===== src/rtl/fdr_pkg.sv =====
package fdr_pkg;
  typedef enum logic [1:0] {
    ST_TAKE  = 2'd0,
    ST_EMIT  = 2'd1,
    ST_DONE  = 2'd2,
    ST_FAULT = 2'd3
  } fdr_state_e;
endpackage


===== src/rtl/fdr_run_counter.sv =====
module fdr_run_counter #(
  parameter int unsigned LEN_W   = 7,
  parameter int unsigned MAX_LEN = 125
) (
  input  logic             clk,
  input  logic             rst_n,
  input  logic             clr,
  input  logic             inc,
  output logic [LEN_W-1:0] count,
  output logic             at_max
);
  localparam logic [LEN_W-1:0] LIMIT = LEN_W'(MAX_LEN);

  always_ff @(posedge clk) begin
    if (!rst_n)   count <= '0;
    else if (clr) count <= '0;
    else if (inc) count <= count + 1'b1;
  end

  assign at_max = (count == LIMIT);
endmodule


===== src/rtl/fdr_code_gen.sv =====
module fdr_code_gen #(
  parameter int unsigned GROUPS = 6,
  parameter int unsigned LEN_W  = 7,
  parameter int unsigned CW_W   = 12,
  parameter int unsigned NB_W   = 4
) (
  input  logic [LEN_W-1:0] run_len,
  output logic [CW_W-1:0]  cw,
  output logic [NB_W-1:0]  nbits
);
  // Adding 2 to the run length puts the value for group g in [2^g, 2^(g+1)).
  // The low g bits of that value are the offset within the group.
  logic [LEN_W:0]    biased;
  logic [GROUPS-1:0] hit;
  int                grp;

  assign biased = {1'b0, run_len} + (LEN_W+1)'(2);

  for (genvar g = 1; g <= GROUPS; g++) begin : g_hit
    localparam int LO = 1 << g;
    localparam int HI = 1 << (g + 1);
    assign hit[g-1] = (int'(biased) >= LO) && (int'(biased) < HI);
  end

  always_comb begin
    logic [LEN_W:0] sh;
    grp = 0;
    for (int g = 0; g < GROUPS; g++) begin
      if (hit[g]) grp = g + 1;
    end
    cw = '0;
    sh = '0;
    for (int i = 0; i < CW_W; i++) begin
      if (i < grp - 1) begin
        cw[CW_W-1-i] = 1'b1;
      end else if (i == grp - 1) begin
        cw[CW_W-1-i] = 1'b0;
      end else if (i < 2 * grp) begin
        sh = biased >> (2 * grp - 1 - i);
        cw[CW_W-1-i] = sh[0];
      end
    end
    nbits = NB_W'(2 * grp);
  end
endmodule


===== src/rtl/fdr_serializer.sv =====
module fdr_serializer #(
  parameter int unsigned CW_W = 12,
  parameter int unsigned NB_W = 4
) (
  input  logic            clk,
  input  logic            rst_n,
  input  logic            load,
  input  logic [CW_W-1:0] load_cw,
  input  logic [NB_W-1:0] load_nbits,
  input  logic            out_ready,
  output logic            out_valid,
  output logic            out_bit,
  output logic            out_last,
  output logic            fin
);
  logic [CW_W-1:0] sreg;
  logic [NB_W-1:0] remain;
  logic            fire;

  assign out_valid = (remain != '0);
  assign out_bit   = sreg[CW_W-1];
  assign out_last  = (remain == NB_W'(1));
  assign fire      = out_valid && out_ready;
  assign fin       = fire && out_last;

  always_ff @(posedge clk) begin
    if (!rst_n) begin
      sreg   <= '0;
      remain <= '0;
    end else if (load) begin
      sreg   <= load_cw;
      remain <= load_nbits;
    end else if (fire) begin
      sreg   <= sreg << 1;
      remain <= remain - 1'b1;
    end
  end
endmodule


===== src/rtl/fdr_encoder.sv =====
module fdr_encoder #(
  parameter int unsigned GROUPS = 6
) (
  input  logic clk,
  input  logic rst_n,
  input  logic in_valid,
  output logic in_ready,
  input  logic in_bit,
  input  logic flush,
  output logic out_valid,
  input  logic out_ready,
  output logic out_bit,
  output logic out_last,
  output logic done,
  output logic error
);
  import fdr_pkg::*;

  localparam int unsigned MAX_LEN = (1 << (GROUPS + 1)) - 3;
  localparam int unsigned LEN_W   = GROUPS + 1;
  localparam int unsigned CW_W    = 2 * GROUPS;
  localparam int unsigned NB_W    = $clog2(CW_W + 1);

  fdr_state_e       state;
  logic             take, flush_now, load, fin, at_max, fault, final_q;
  logic             cnt_clr, cnt_inc;
  logic [LEN_W-1:0] count;
  logic [CW_W-1:0]  cw;
  logic [NB_W-1:0]  nbits;

  assign in_ready  = (state == ST_TAKE) && !flush;
  assign take      = in_valid && in_ready;
  assign flush_now = (state == ST_TAKE) && flush;
  assign fault     = take && !in_bit && at_max;
  assign load      = (take && in_bit) || (flush_now && count != '0);
  assign cnt_clr   = (take && in_bit) || flush_now;
  assign cnt_inc   = take && !in_bit && !at_max;
  assign done      = (state == ST_DONE);
  assign error     = (state == ST_FAULT);

  fdr_run_counter #(.LEN_W(LEN_W), .MAX_LEN(MAX_LEN)) u_cnt (
    .clk(clk), .rst_n(rst_n), .clr(cnt_clr), .inc(cnt_inc),
    .count(count), .at_max(at_max)
  );

  fdr_code_gen #(.GROUPS(GROUPS), .LEN_W(LEN_W), .CW_W(CW_W), .NB_W(NB_W)) u_gen (
    .run_len(count), .cw(cw), .nbits(nbits)
  );

  fdr_serializer #(.CW_W(CW_W), .NB_W(NB_W)) u_ser (
    .clk(clk), .rst_n(rst_n), .load(load), .load_cw(cw), .load_nbits(nbits),
    .out_ready(out_ready), .out_valid(out_valid), .out_bit(out_bit),
    .out_last(out_last), .fin(fin)
  );

  always_ff @(posedge clk) begin
    if (!rst_n) begin
      state   <= ST_TAKE;
      final_q <= 1'b0;
    end else begin
      case (state)
        ST_TAKE: begin
          if (fault) begin
            state <= ST_FAULT;
          end else if (load) begin
            state   <= ST_EMIT;
            final_q <= flush_now;
          end else if (flush_now) begin
            state <= ST_DONE;
          end
        end
        ST_EMIT: begin
          if (fin) state <= final_q ? ST_DONE : ST_TAKE;
        end
        default: state <= state;
      endcase
    end
  end
endmodule


===== config.mk =====
export PLATFORM = sky130hd
export DESIGN_NAME = fdr_encoder
export DESIGN_NICKNAME = d
export VERILOG_FILES = /design/src/rtl/fdr_pkg.sv /design/src/rtl/fdr_run_counter.sv /design/src/rtl/fdr_code_gen.sv /design/src/rtl/fdr_serializer.sv /design/src/rtl/fdr_encoder.sv
export SDC_FILE = /design/constraint.sdc
export NUM_CORES = 1
export LEC_CHECK = 0
export BUFFER_PORTS_ARGS = -buffer_cell sky130_fd_sc_hd__buf_2
export CORE_MARGIN = 2
export CORE_UTILIZATION = 55
export DETAILED_ROUTE_END_ITERATION = 12
export PLACE_DENSITY = 0.75
export SLEW_MARGIN = 20
export SYNTH_ARGS = -nofsm -noshare
export SYNTH_HDL_FRONTEND = slang
export SYNTH_HIERARCHICAL = 1
export SYNTH_SLANG_ARGS = --single-unit

===== constraint.sdc =====
create_clock -name clk -period 4.4 [get_ports clk]
set_input_delay 0.44 -clock clk [delete_from_list [all_inputs] [get_ports clk]]
set_output_delay 0.44 -clock clk [all_outputs]
set_load 0.02 [all_outputs]

==> metrics.md, run 1 <==
| Metric | Value |
|---|---|
| Port Buffers | 11 |
| Die area | 5430 sq um |
| Post-route minimum period | 4.10 ns |
| Worst setup EP type | flip-flop |
| Layout area overhead | 9.60% |
| Crit path cell chain | ha_1, xnor2_1, buf_4, a21boi_4, o21a_4, nor2_4, inv_2, ha_1, ha_2, inv_1, ha_2, o211ai_1, a211oi_2, o2111ai_1, a21oi_1, o21a_1, nand2_1, a21boi_0 |
| Status | finished, final reports clean |
| FF-to-FF path depth | 18 |
| Worst setup path class | flip-flop to flip-flop |
| Layout cells sized above 1 | 0.176 |
| Die height | 73.7 um |
| VDD IR max | 217 uV |
| Initial Util | 0.569 |
| Synth Register Bits | 26 |
| Vias in the first global route | 2467 |
| Slowest-stage cell, CP | xnor2_1 |
| Number of flops mapped to enable cells by yosys | 0 |
| Slew at the pin closest to its max-slew limit | 0.718 ns |
| Combinational share of power | 0.599 |
| Grt ovf | 0 |
| Post-DRT Antenna Nets | 0 |
| Worst EP arrival | 4.30 ns |
| Avg Cell Area, Syn | 7.59 sq um |
| WHS Endpoint | u_ser/sreg[1] |
| Largest net degree at the start of global routing | 26 |
| Cells after Synth | 352 |
| Die width | 73.7 um |
| Routed length per instance | 17.2 um |
| Synth Flop Type | dfxtp_1 |
| HPWL after detailed placement | 5310 um |
| Worst skew pair latency | 0.28 ns |
| Hold_sp | u_ser/sreg[0] |
| RSZ-0062 raised after global routing | no |
| Routed wire length | 7190 um |
| Largest fanout on the critical path | 11 |
| CTS tree | yes |
| Peak Freq | 244 MHz |
| First-pass GRT wire length | 11800 um |
| Final instance area | 2930 sq um |
| Router iterations before antenna repair | 6 |
| Layout Utilization | 0.624 |
| RR Startpoint | u_cnt/count[1] |
| # diodes | 0 |
| Via count | 2754 |
| Hold buffers post-CTS | 0 |
| Commonest non-fill, non-tap cells in the layout | o21ai_0 (44), nand2_1 (28), dfxtp_1 (24), nand3_1 (23), nor2_1 (19) |
| GP Congestion | 0.966 |
| TritonCTS Buffers | 3 |
| Register-to-register setup slack | 0.30 ns |
| Share of power burned in registers | 0.246 |
| Int Pwr | 0.700 mW |
| Switching Share | 0.466 |
| Critical path buffers and inverters | 3 |
| Synthesis warning total | 6 |
| Placed Instance Area | 2820 sq um |
| Initial drt markers | 326 |
| DRC | 0 |
| Initial antenna violation count | 0 |
| Pwr Density | 447 nW/um^2 |
| Async SR Flop Fraction | 0 |
| Total nets after synthesis | 381 |
| H-tree depth | 1 |
| Final Hold Viols | 0 |
| Clock skew | 0.00945 ns |
| Lkg Pwr | 1.13 nW |
| Post-Syn Area | 2670 sq um |
| Synth cell types | 73 |
| Gr usage total | 0.275 |
| Final period utilization | 0.932 |
| FILL cells | 421 |
| Crit start category | flip-flop |
| NetSw | 0.610 mW |
| CTS Sinks | 26 |
| Vias per cell | 6.59 |
| Crit-path max cell delay | 0.41 ns |
| Worst-path clk slew | 0.10 ns |
| Sequential area share after synthesis | 0.195 |
| Slew headroom | 0.515 |
| Post-route setup TNS | 0 ns |
| IO Pins | 12 |
| CP delay by family, top | compound AO/OA/AOI/OAI gates |
| Hold Path Stages | 2 |
| Max-cap violations | 0 |
| Reg2reg end | u_ser/sreg[0] |
| Clk buf depth | 2 |
| Clock network fraction of design power | 0.155 |
| Slew Viols, Final | 0 |
| # rows | 25 |
| Req. time, crit path | 4.60 ns |
| Root Buffer Master | clkbuf_8 |
| Core area | 4690 sq um |
| Final setup viols | 0 |
| Hold WC Path Type | flip-flop to flip-flop |
| Commonest non-fill, non-tap cell in the layout | o21ai_0 |
| Layout net count | 394 |
[synthesized netlist by cell type (3+ instances only)]
cell / n / area, sq um
o21ai_0: 44 / 220
nor2_1: 19 / 71.3
nor3b_2: 3 / 37.5
o21ai_1: 6 / 30.0
nand2_1: 28 / 105
nand3_1: 23 / 115
o311a_1: 3 / 30.0
o21a_1: 3 / 22.5
xor2_1: 7 / 61.3
dfxtp_1: 26 / 521
xnor2_1: 6 / 52.6
a211oi_1: 4 / 30.0
clkbuf_1: 7 / 26.3
ha_1: 22 / 275
o31ai_1: 4 / 30.0
nand2b_1: 7 / 43.8
or3_1: 3 / 18.8
nand4_1: 3 / 18.8
and3_1: 3 / 18.8
nor3_1: 5 / 25.0
or2_2: 3 / 18.8
o211a_1: 3 / 30.0
a31oi_1: 17 / 106
buf_2: 7 / 35.0
o211ai_1: 4 / 30.0
inv_1: 17 / 63.8
a22oi_1: 3 / 22.5
a21oi_1: 16 / 80.1
[area by class of cell]
class / instances / area, sq um / area share
Multi-Input combinational cell: 289 / 2020 / 0.691
Timing Repair Buffer: 26 / 168 / 0.0573
Tap cell: 54 / 67.6 / 0.0231
Inverter: 19 / 71.3 / 0.0244
Clock buffer: 3 / 41.3 / 0.0141
Sequential cell: 26 / 526 / 0.179
Clock inverter: 1 / 30.0 / 0.0103
[power groups by stage]
stage	Sequential (mW)	Clock, mW	Combinational (mW)
global placement	0.323	0	0.758
finish	0.322	0.203	0.785
floorplan	0.321	0	0.577
CTS	0.320	0.205	0.763
detailed placement	0.325	0	0.760
global route	0.329	0.215	0.866
[worst register-to-register path, cell delays in order (launching register included)]
cell,delay (ns)
dfxtp_4,0.39
ha_1,0.26
xnor2_1,0.41
buf_4,0.21
a21boi_4,0.20
o21a_4,0.20
nor2_4,0.04
inv_2,0.13
ha_1,0.19
ha_2,0.32
inv_1,0.20
ha_2,0.29
o211ai_1,0.16
a211oi_2,0.28
o2111ai_1,0.18
a21oi_1,0.18
o21a_1,0.13
nand2_1,0.06
a21boi_0,0.19
[cells by family (layout without fill, tap and decap cells)]
kind of cell | Yosys count | after routing | share of synthesized area
adder cells (fa/ha/maj) | 23 | 23 | 0.111
XOR/XNOR | 13 | 13 | 0.0426
multiplexers | 1 | 1 | 0.00375
AO/OA/AOI/OAI | 129 | 129 | 0.318
buffers and inverters | 37 | 49 | 0.0585
flip-flops | 26 | 26 | 0.195
AND/OR/NAND/NOR | 122 | 122 | 0.270
other | 1 | 1 | 0.00140
[how the worst max path moves through the flow]
| stage | end | cells after the start | start |
|---|---|---|---|
| 6_report | u_ser/sreg[0] | 18 | u_cnt/count[1] |
| 5_1_grt | u_ser/sreg[0] | 17 | u_cnt/count[1] |
| 4_1_cts | u_ser/sreg[0] | 17 | u_cnt/count[1] |
| 3_5_place_dp | u_ser/sreg[0] | 17 | u_cnt/count[1] |
| 3_3_place_gp | u_ser/sreg[0] | 17 | u_cnt/count[1] |
| 2_1_floorplan | u_ser/sreg[9] | 18 | u_cnt/count[1] |
[timing repair]
action,4_1_cts,5_1_grt
resized for setup,0,10
setup buffers,0,0
setup endpoints to repair,0,8
[through the flow]
stage	std cells	hold slack, ns	power [mW]	setup WS (ns)
2_1_floorplan	352	0.456	0.898	0.273
3_3_place_gp	414	0.466	1.08	0.246
3_5_place_dp	414	0.473	1.09	0.113
4_1_cts	418	0.487	1.29	0.0601
5_1_grt	418	0.508	1.41	0.0313
6_report	418	0.483	1.31	0.298
[state kept, by name, indices dropped and copies added (netlist names)]
name / flops
state: 2
u_cnt/count: 7
final_q: 1
u_ser/remain: 4
u_ser/sreg: 12
[layer usage]
layer	vias up	track usage	routed length [um]
met5	-	0	0
met4	0	0.0626	133
met3	22	0.0576	513
met2	106	0.438	3280
met1	1298	0.381	3270
li1	1328	-	-
No activity file was read; power rests on OpenSTA's default activity.
==> run 2, diff against run 1 <==
Settings changed: SYNTH_HIERARCHICAL 1 to unset.
==> run 2 against run 1 <==
  * Critical path depth is 3 lower
  * Count of clock-buffer cells in the layout stayed put
  * Combinational power is 77% lower
  * Via count is 6.4% lower
  * Clock power is 35% lower
  * Sequential power is 14% lower
  * Non-clock buffer count is 2 lower
  * Sequential share of layout area is 0.26 points higher
  * Clock skew is 0.0062 ns lower
  * Die area is 1.9% higher
  * Largest cell class unchanged
  * Largest power group is now sequential cells
==> metrics.md, run 2 <==
| Metric | Value |
|---|---|
| Post-route setup TNS | 0 ns (unchanged) |
| Final period utilization | 0.912 (-0.0206) |
| Routed length per instance | 16.4 um (-4.5%) |
| # rows | 25 (unchanged) |
| Slew headroom | 0.636 (+0.122) |
| Post-Syn Area | 2730 sq um (+2.0%) |
| Worst-path clk slew | 0.09 ns (about the same) |
| Cells after Synth | 343 (-2.6%) |
| H-tree depth | 1 (unchanged) |
| Post-placement cell count | 417 (+0.72%) |
| Synth Register Bits | 26 (unchanged) |
| Commonest non-fill, non-tap cells in the layout | nand2_1 (41), nor2_1 (32), a21oi_1 (25), dfxtp_1 (25), ha_1 (22) |
| Synth Flop Type | dfxtp_1 |
| Slew at the pin closest to its max-slew limit | 0.545 ns (-0.173 ns) |
| Fin cells | 420 (+0.48%) |
| Die width | 74.4 um (+0.95%) |
| HPWL after detailed placement | 5270 um (-0.87%) |
| Largest reg by FF count | u_ser.sreg |
| Root Buffer Master | clkbuf_8 |
| Hold_sp | in_valid |
| Worst skew pair latency | 0.26 ns (-0.02 ns) |
| Post-route minimum period | 4.01 ns (-0.0905 ns) |
| CTS Sinks | 26 (unchanged) |
| GP Congestion | 0.922 (-4.6%) |
| Die area | 5530 sq um (+1.9%) |
| Register-to-register setup slack | 0.39 ns (+0.09 ns) |
| Pwr Density | 207 nW/um^2 (-54%) |
| WHS Endpoint | final_q |
| Final setup viols | 0 (unchanged) |
| Final instance area | 2870 sq um (-2.1%) |
| Commonest non-fill, non-tap cell in the layout | nand2_1 |
| Avg Cell Area, Syn | 7.94 sq um (+4.7%) |
| Critical path buffers and inverters | 2 (-1) |
| Layout Utilization | 0.603 (-0.0214) |
| Port Buffers | 11 (unchanged) |
| Layout net count | 385 (-2.3%) |
| Hold Path Stages | 2 (unchanged) |
| Core area | 4750 sq um (+1.3%) |
| Layout area overhead | 5.14% |
| Async SR Flop Fraction | 0 (unchanged) |
| Synthesis warning total | 0 (-6) |
| Worst setup EP type | flip-flop |
| Top-count cell post-synth | nand2_1 |
| Initial Util | 0.573 (+0.00382) |
| Final Hold Viols | 0 (unchanged) |
| Via count | 2578 (-6.4%) |
| Synth cell types | 72 (-1.4%) |
| TritonCTS Buffers | 3 (unchanged) |
| Hold buffers post-CTS | 0 (unchanged) |
| CP delay by family, top | adder cells |
| Initial drt markers | 188 (-42%) |
| IO Pins | 12 (unchanged) |
| Synth top cells by count | nand2_1 (41), nor2_1 (32), dfxtp_1 (26) |
| Largest net degree at the start of global routing | 20 (-23%) |
| Router iterations before antenna repair | 5 (-1) |
| Gr usage total | 0.258 (-0.0167) |
| Slew Viols, Final | 0 (unchanged) |
| Total nets after synthesis | 373 (-2.1%) |
| Crit-path max cell delay | 0.45 ns (+0.04 ns) |
| FILL cells | 448 (+6.4%) |
| Worst EP arrival | 4.19 ns (-0.11 ns) |
| Setup Fix Bufs, Post-CTS | 0 (unchanged) |
| VDD IR max | 126 uV (-42%) |
| Clk buf depth | 2 (unchanged) |
| Hold WC Path Type | input pin to flip-flop |
| Initial antenna violation count | 0 (unchanged) |
| Layout cells sized above 1 | 0.170 (-0.00585) |
| Grt ovf | 0 (unchanged) |
| Area contributors post-synth | dfxtp_1 (19%), ha_1 (11%), nand2_1 (5.6%), xnor2_1 (4.8%), a21oi_1 (4.6%) |
| Status | finished, final reports clean |
| Worst setup path class | flip-flop to flip-flop |
| Critical Path Most Common Cell | ha_1 |
| FF-to-FF path depth | 15 (-3) |
| Total power | 0.593 mW (-55%) |
| Crit path cell chain | ha_2, xor2_1, a2bb2oi_2, o211ai_1, and2_2, inv_2, ha_1, ha_1, inv_1, ha_1, nor2b_1, o211ai_1, nor3_2, nand3b_1, a221oi_1 |
| Vias in the first global route | 2319 (-6.0%) |
| Die height | 74.4 um (+0.95%) |
| Crit start category | flip-flop |
| Regs by FF count | u_ser.sreg x12, u_cnt.count x7, u_ser.remain x4 |
| Number of flops mapped to enable cells by yosys | 0 (unchanged) |
| CTS tree | yes |
| Largest fanout on the critical path | 12 (+1) |
| Peak Freq | 249 MHz (+2.3%) |
| Yosys top cell by area | dfxtp_1 |
| Post-DRT Antenna Nets | 0 (unchanged) |
| Area share of the largest cell type after synthesis | 0.191 (-0.00385) |
| First-pass GRT wire length | 11200 um (-5.4%) |
| Reg2reg end | u_ser.sreg[1] |
| Routed wire length | 6900 um (-4.1%) |
| Max-cap violations | 0 (unchanged) |
| RSZ-0062 raised after global routing | no |
| Max reg flops | 12 (unchanged) |
| Req. time, crit path | 4.58 ns (-0.02 ns) |
| Placed Instance Area | 2810 sq um (-0.44%) |
| # diodes | 0 (unchanged) |
| RR Startpoint | u_cnt.count[1] |
| Sequential area share after synthesis | 0.191 (-0.00385) |
| Vias per cell | 6.14 (-6.8%) |
| Clock skew | 0.00323 ns (-0.00622 ns) |
| Slowest-stage cell, CP | dfxtp_2 |
| DRC | 0 (unchanged) |
| Lkg Pwr | 1.13 nW (+0.17%) |
-- run 2: layout make-up --
cell class,instances,area [sq um],area share
multi-input combinational,285,2010,0.700
sequential,26,522,0.182
timing repair buffer,24,153,0.0533
tap,67,83.8,0.0293
inverter,15,58.8,0.0205
clock buffer,3,41.3,0.0144
-- run 2: power by group --
group | internal, mW | switching (mW)
sequential | 0.259 | 0.0179
combinational | 0.0696 | 0.114
clock | 0.0613 | 0.0707
total | 0.390 | 0.203
-- run 2: worst max path at each step --
stage / cells past startpoint / from / slack [ns] / to
floorplan: 17 / u_cnt.count[1] / 0.56 / u_ser.sreg[1]
global placement: 15 / u_cnt.count[1] / 0.30 / u_ser.sreg[1]
detailed placement: 15 / u_cnt.count[1] / 0.15 / u_ser.sreg[1]
CTS: 15 / u_cnt.count[1] / 0.12 / u_ser.sreg[1]
global route: 15 / u_cnt.count[1] / 0.08 / u_ser.sreg[1]
finish: 15 / u_cnt.count[1] / 0.39 / u_ser.sreg[1]
-- run 2: metrics by stage --
step	hold slack, ns	setup WS, ns
finish	0.401	0.389
global route	0.406	0.0849
CTS	0.398	0.118
detailed placement	0.489	0.154
global placement	0.470	0.298
floorplan	0.456	0.563
-- run 2: repair_timing --
item                                    4_1_cts  5_1_grt
resized for setup                             0        4
endpoints found under the setup margin        0        6
endpoints found under the hold margin         0        0
-- run 2: layer usage --
metal	global-route usage	share of wire
met1	0.347	0.46
met4	0.0714	0.016
met2	0.405	0.45
met3	0.0759	0.072
met5	0	0
-- run 2: kinds of logic (layout without fill, tap and decap cells) --
logic type,Yosys count,in the layout,share of synthesized area
DFF,26,26,0.191
AOI/OAI and AO/OA,88,88,0.233
muxes,6,6,0.0257
buffers and inverters,32,42,0.0776
xor gates and xnor gates,22,22,0.0735
adders and majority gates,24,24,0.113
and+or+nand+nor,145,145,0.286
==> run 3, diff against run 2 <==
Settings changed: BUFFER_PORTS_ARGS -buffer_cell sky130_fd_sc_hd__buf_2 to unset, CTS_CLUSTER_SIZE set to 24, DONT_BUFFER_PORTS set to 1, PLACE_DENSITY 0.75 to 0.73.
==> run 3 against run 2 <==
  * Design area is 2.6% lower
  * Fmax is 0.71% higher
  * Wire length is 0.59% higher
  * Combinational power is 8% lower
  * Clock skew hardly changed
  * Hold slack worse by 0.14 ns
  * Sequential share of layout area is 0.48 points higher
  * Critical path type unchanged
  * Highest routed layer unchanged
==> metrics.md, run 3 (synthesis gave the netlist of run 2 again) <==
| Metric | Value |
|---|---|
| Status | finished, final reports clean |
| Total power | 0.651 mW (+9.9%) |
| Crit path to | u_ser.sreg[1] |
| Slew at the pin closest to its max-slew limit | 0.912 ns (+0.367 ns) |
| Gr usage total | 0.262 (+0.00350) |
| Setup Fix Bufs, Post-CTS | 0 (unchanged) |
| Routed length per instance | 17.1 um (+4.3%) |
| Via count | 2523 (-2.1%) |
| Crit start category | flip-flop |
| Req. time, crit path | 4.59 ns (about the same) |
| Worst skew pair latency | 0.28 ns (+0.02 ns) |
| Die area | 5530 sq um (unchanged) |
| Initial Util | 0.573 (unchanged) |
| Final setup viols | 0 (unchanged) |
| Post-DRT Antenna Nets | 0 (unchanged) |
| FILL cells | 447 (-0.22%) |
| Die height | 74.4 um (unchanged) |
| H-tree depth | 1 (unchanged) |
| CTS tree | yes |
| Router iterations before antenna repair | 5 (unchanged) |
| # rows | 25 (unchanged) |
| Layout net count | 369 (-4.2%) |
| CTS Sinks | 26 (unchanged) |
| Initial antenna violation count | 0 (unchanged) |
| Worst-path clk slew | 0.10 ns (about the same) |
| Commonest non-fill, non-tap cells in the layout | nand2_1 (41), nor2_1 (32), a21oi_1 (25), dfxtp_1 (25), ha_1 (22) |
| Layout Utilization | 0.587 (-0.0155) |
| Initial drt markers | 270 (+44%) |
| Pwr Density | 233 nW/um^2 (+13%) |
| Reg2reg end | u_ser.sreg[1] |
| Vias per cell | 6.23 (+1.5%) |
| Post-route setup TNS | 0 ns (unchanged) |
| Grt ovf | 0 (unchanged) |
| Max-cap violations | 0 (unchanged) |
| Layout area overhead | 2.43% |
| IO Pins | 12 (unchanged) |
| Max reg flops | 12 (unchanged) |
| # diodes | 0 (unchanged) |
| Commonest non-fill, non-tap cell in the layout | nand2_1 |
| Clock skew | 0.00328 ns (+0.0000522 ns) |
| Core area | 4750 sq um (unchanged) |
| Die width | 74.4 um (unchanged) |
| Hold Path Stages | 1 (-1) |
| Largest net degree at the start of global routing | 20 (unchanged) |
| Multi-input logic area | 2000 sq um (-0.56%) |
| Final Hold Viols | 0 (unchanged) |
| Register-to-register setup slack | 0.42 ns (+0.03 ns) |
| Final period utilization | 0.905 (-0.00647) |
| RSZ-0062 raised after global routing | no |
| DRC | 0 (unchanged) |
| CP startpoint | u_cnt.count[5] |
| FF-to-FF path depth | 14 (-1) |
| Post-placement cell count | 401 (-3.8%) |
| Largest fanout on the critical path | 11 (-1) |
| Peak Freq | 251 MHz (+0.71%) |
| GP Congestion | 1.02 (+11%) |
| Worst setup EP type | flip-flop |
| TritonCTS Buffers | 3 (unchanged) |
| Post-route minimum period | 3.98 ns (-0.0285 ns) |
| Crit path cell chain | nand4_2, or3_4, o211ai_1, and2_2, inv_2, ha_1, ha_1, inv_1, ha_1, nor2b_1, o211ai_1, nor3_1, nand3b_1, a221oi_1 |
| Largest reg by FF count | u_ser.sreg |
| Port Buffers | 0 (-11) |
| RR Startpoint | u_cnt.count[5] |
| Slew Viols, Final | 0 (unchanged) |
| Crit-path max cell delay | 0.63 ns (+0.18 ns) |
| Worst setup path class | flip-flop to flip-flop |
| Final WS setup | 0.417 ns (+0.0285 ns) |
| HPWL after detailed placement | 5150 um (-2.2%) |
| Fin cells | 405 (-3.6%) |
| Slowest-stage cell, CP | dfxtp_1 |
| Critical Path Most Common Cell | ha_1 |
| Root Buffer Master | clkbuf_8 |
| Worst EP arrival | 4.17 ns (-0.02 ns) |
| Slew headroom | 0.387 (-0.249) |
| Layout cells sized above 1 | 0.127 (-0.0428) |
| Lkg Pwr | 1.07 nW (-5.3%) |
| VDD IR max | 171 uV (+36%) |
| FF/Latch Area | 522 sq um (unchanged) |
| Clk buf depth | 2 (unchanged) |
| Regs by FF count | u_ser.sreg x12, u_cnt.count x7, u_ser.remain x4 |
| Dpl ws | 0.410 ns (+0.255 ns) |
| Vias in the first global route | 2258 (-2.6%) |
| First-pass GRT wire length | 11200 um (+0.30%) |
| Routed wire length | 6940 um (+0.59%) |
| Hold WC Path Type | input pin to flip-flop |
[run 3: changes by cell type in the layout (fill, tap and decap cells not counted)]
cell | before | now
buf_2 | 11 | 0
buf_4 | 13 | 8
bufinv_16 | 0 | 1
nor3_1 | 6 | 7
nor3_2 | 4 | 3
nor4b_1 | 0 | 1
nor4b_2 | 1 | 0
[run 3: layer usage]
metal / vias to the layer above / track usage / part of all wire
met4: 0 / 0.0575 / 0.013
li1: 1225 / - / -
met1: 1157 / 0.377 / 0.45
met5: - / 0 / 0
met3: 11 / 0.0583 / 0.093
met2: 130 / 0.401 / 0.45
[run 3: worst min path at each step]
| stage | from | end | slack [ns] |
|---|---|---|---|
| final | in_valid | final_q | 0.26 |
| after global routing | in_valid | final_q | 0.25 |
| after CTS | in_valid | final_q | 0.26 |
| after detailed placement | u_ser.sreg[10] | u_ser.sreg[11] | 0.48 |
| after global placement | u_ser.sreg[10] | u_ser.sreg[11] | 0.47 |
| after floorplan | u_ser.sreg[10] | u_ser.sreg[11] | 0.46 |
[run 3: metrics by stage]
stage / hold slack, ns / area, sq um
2_1_floorplan: 0.456 / 2730
3_3_place_gp: 0.473 / 2720
3_5_place_dp: 0.481 / 2720
4_1_cts: 0.257 / 2790
5_1_grt: 0.245 / 2790
6_report: 0.256 / 2790
[run 3: cell type report]
type                            count  share of cell area
Clock buffer                        3              0.0148
Clock inverter                      1              0.0108
Inverter                           15              0.0211
Multi-Input combinational cell    285               0.715
Sequential cell                    26               0.187
Tap cell                           67              0.0300
Timing Repair Buffer                8              0.0215
[run 3: repair_timing]
action                                  4_1_cts  5_1_grt
endpoints found under the setup margin        0        1
gates resized for setup                       0        2
hold buffers                                  0        0
[run 3: power breakdown]
part	leakage, nW	internal, mW	total, mW	switching [mW]
clock network	0.0357	0.122	0.204	0.0817
logic	0.824	0.0601	0.169	0.109
registers	0.213	0.259	0.279	0.0196
total	1.07	0.441	0.651	0.210
[run 3: worst max-delay path: cells and delay by family, from the launching register on]
kind	cells	cell delay [ns]
simple gates	6	1.52
fa+ha+maj	3	0.88
flops	1	0.63
compound gates	3	0.56
buf+inv	2	0.31
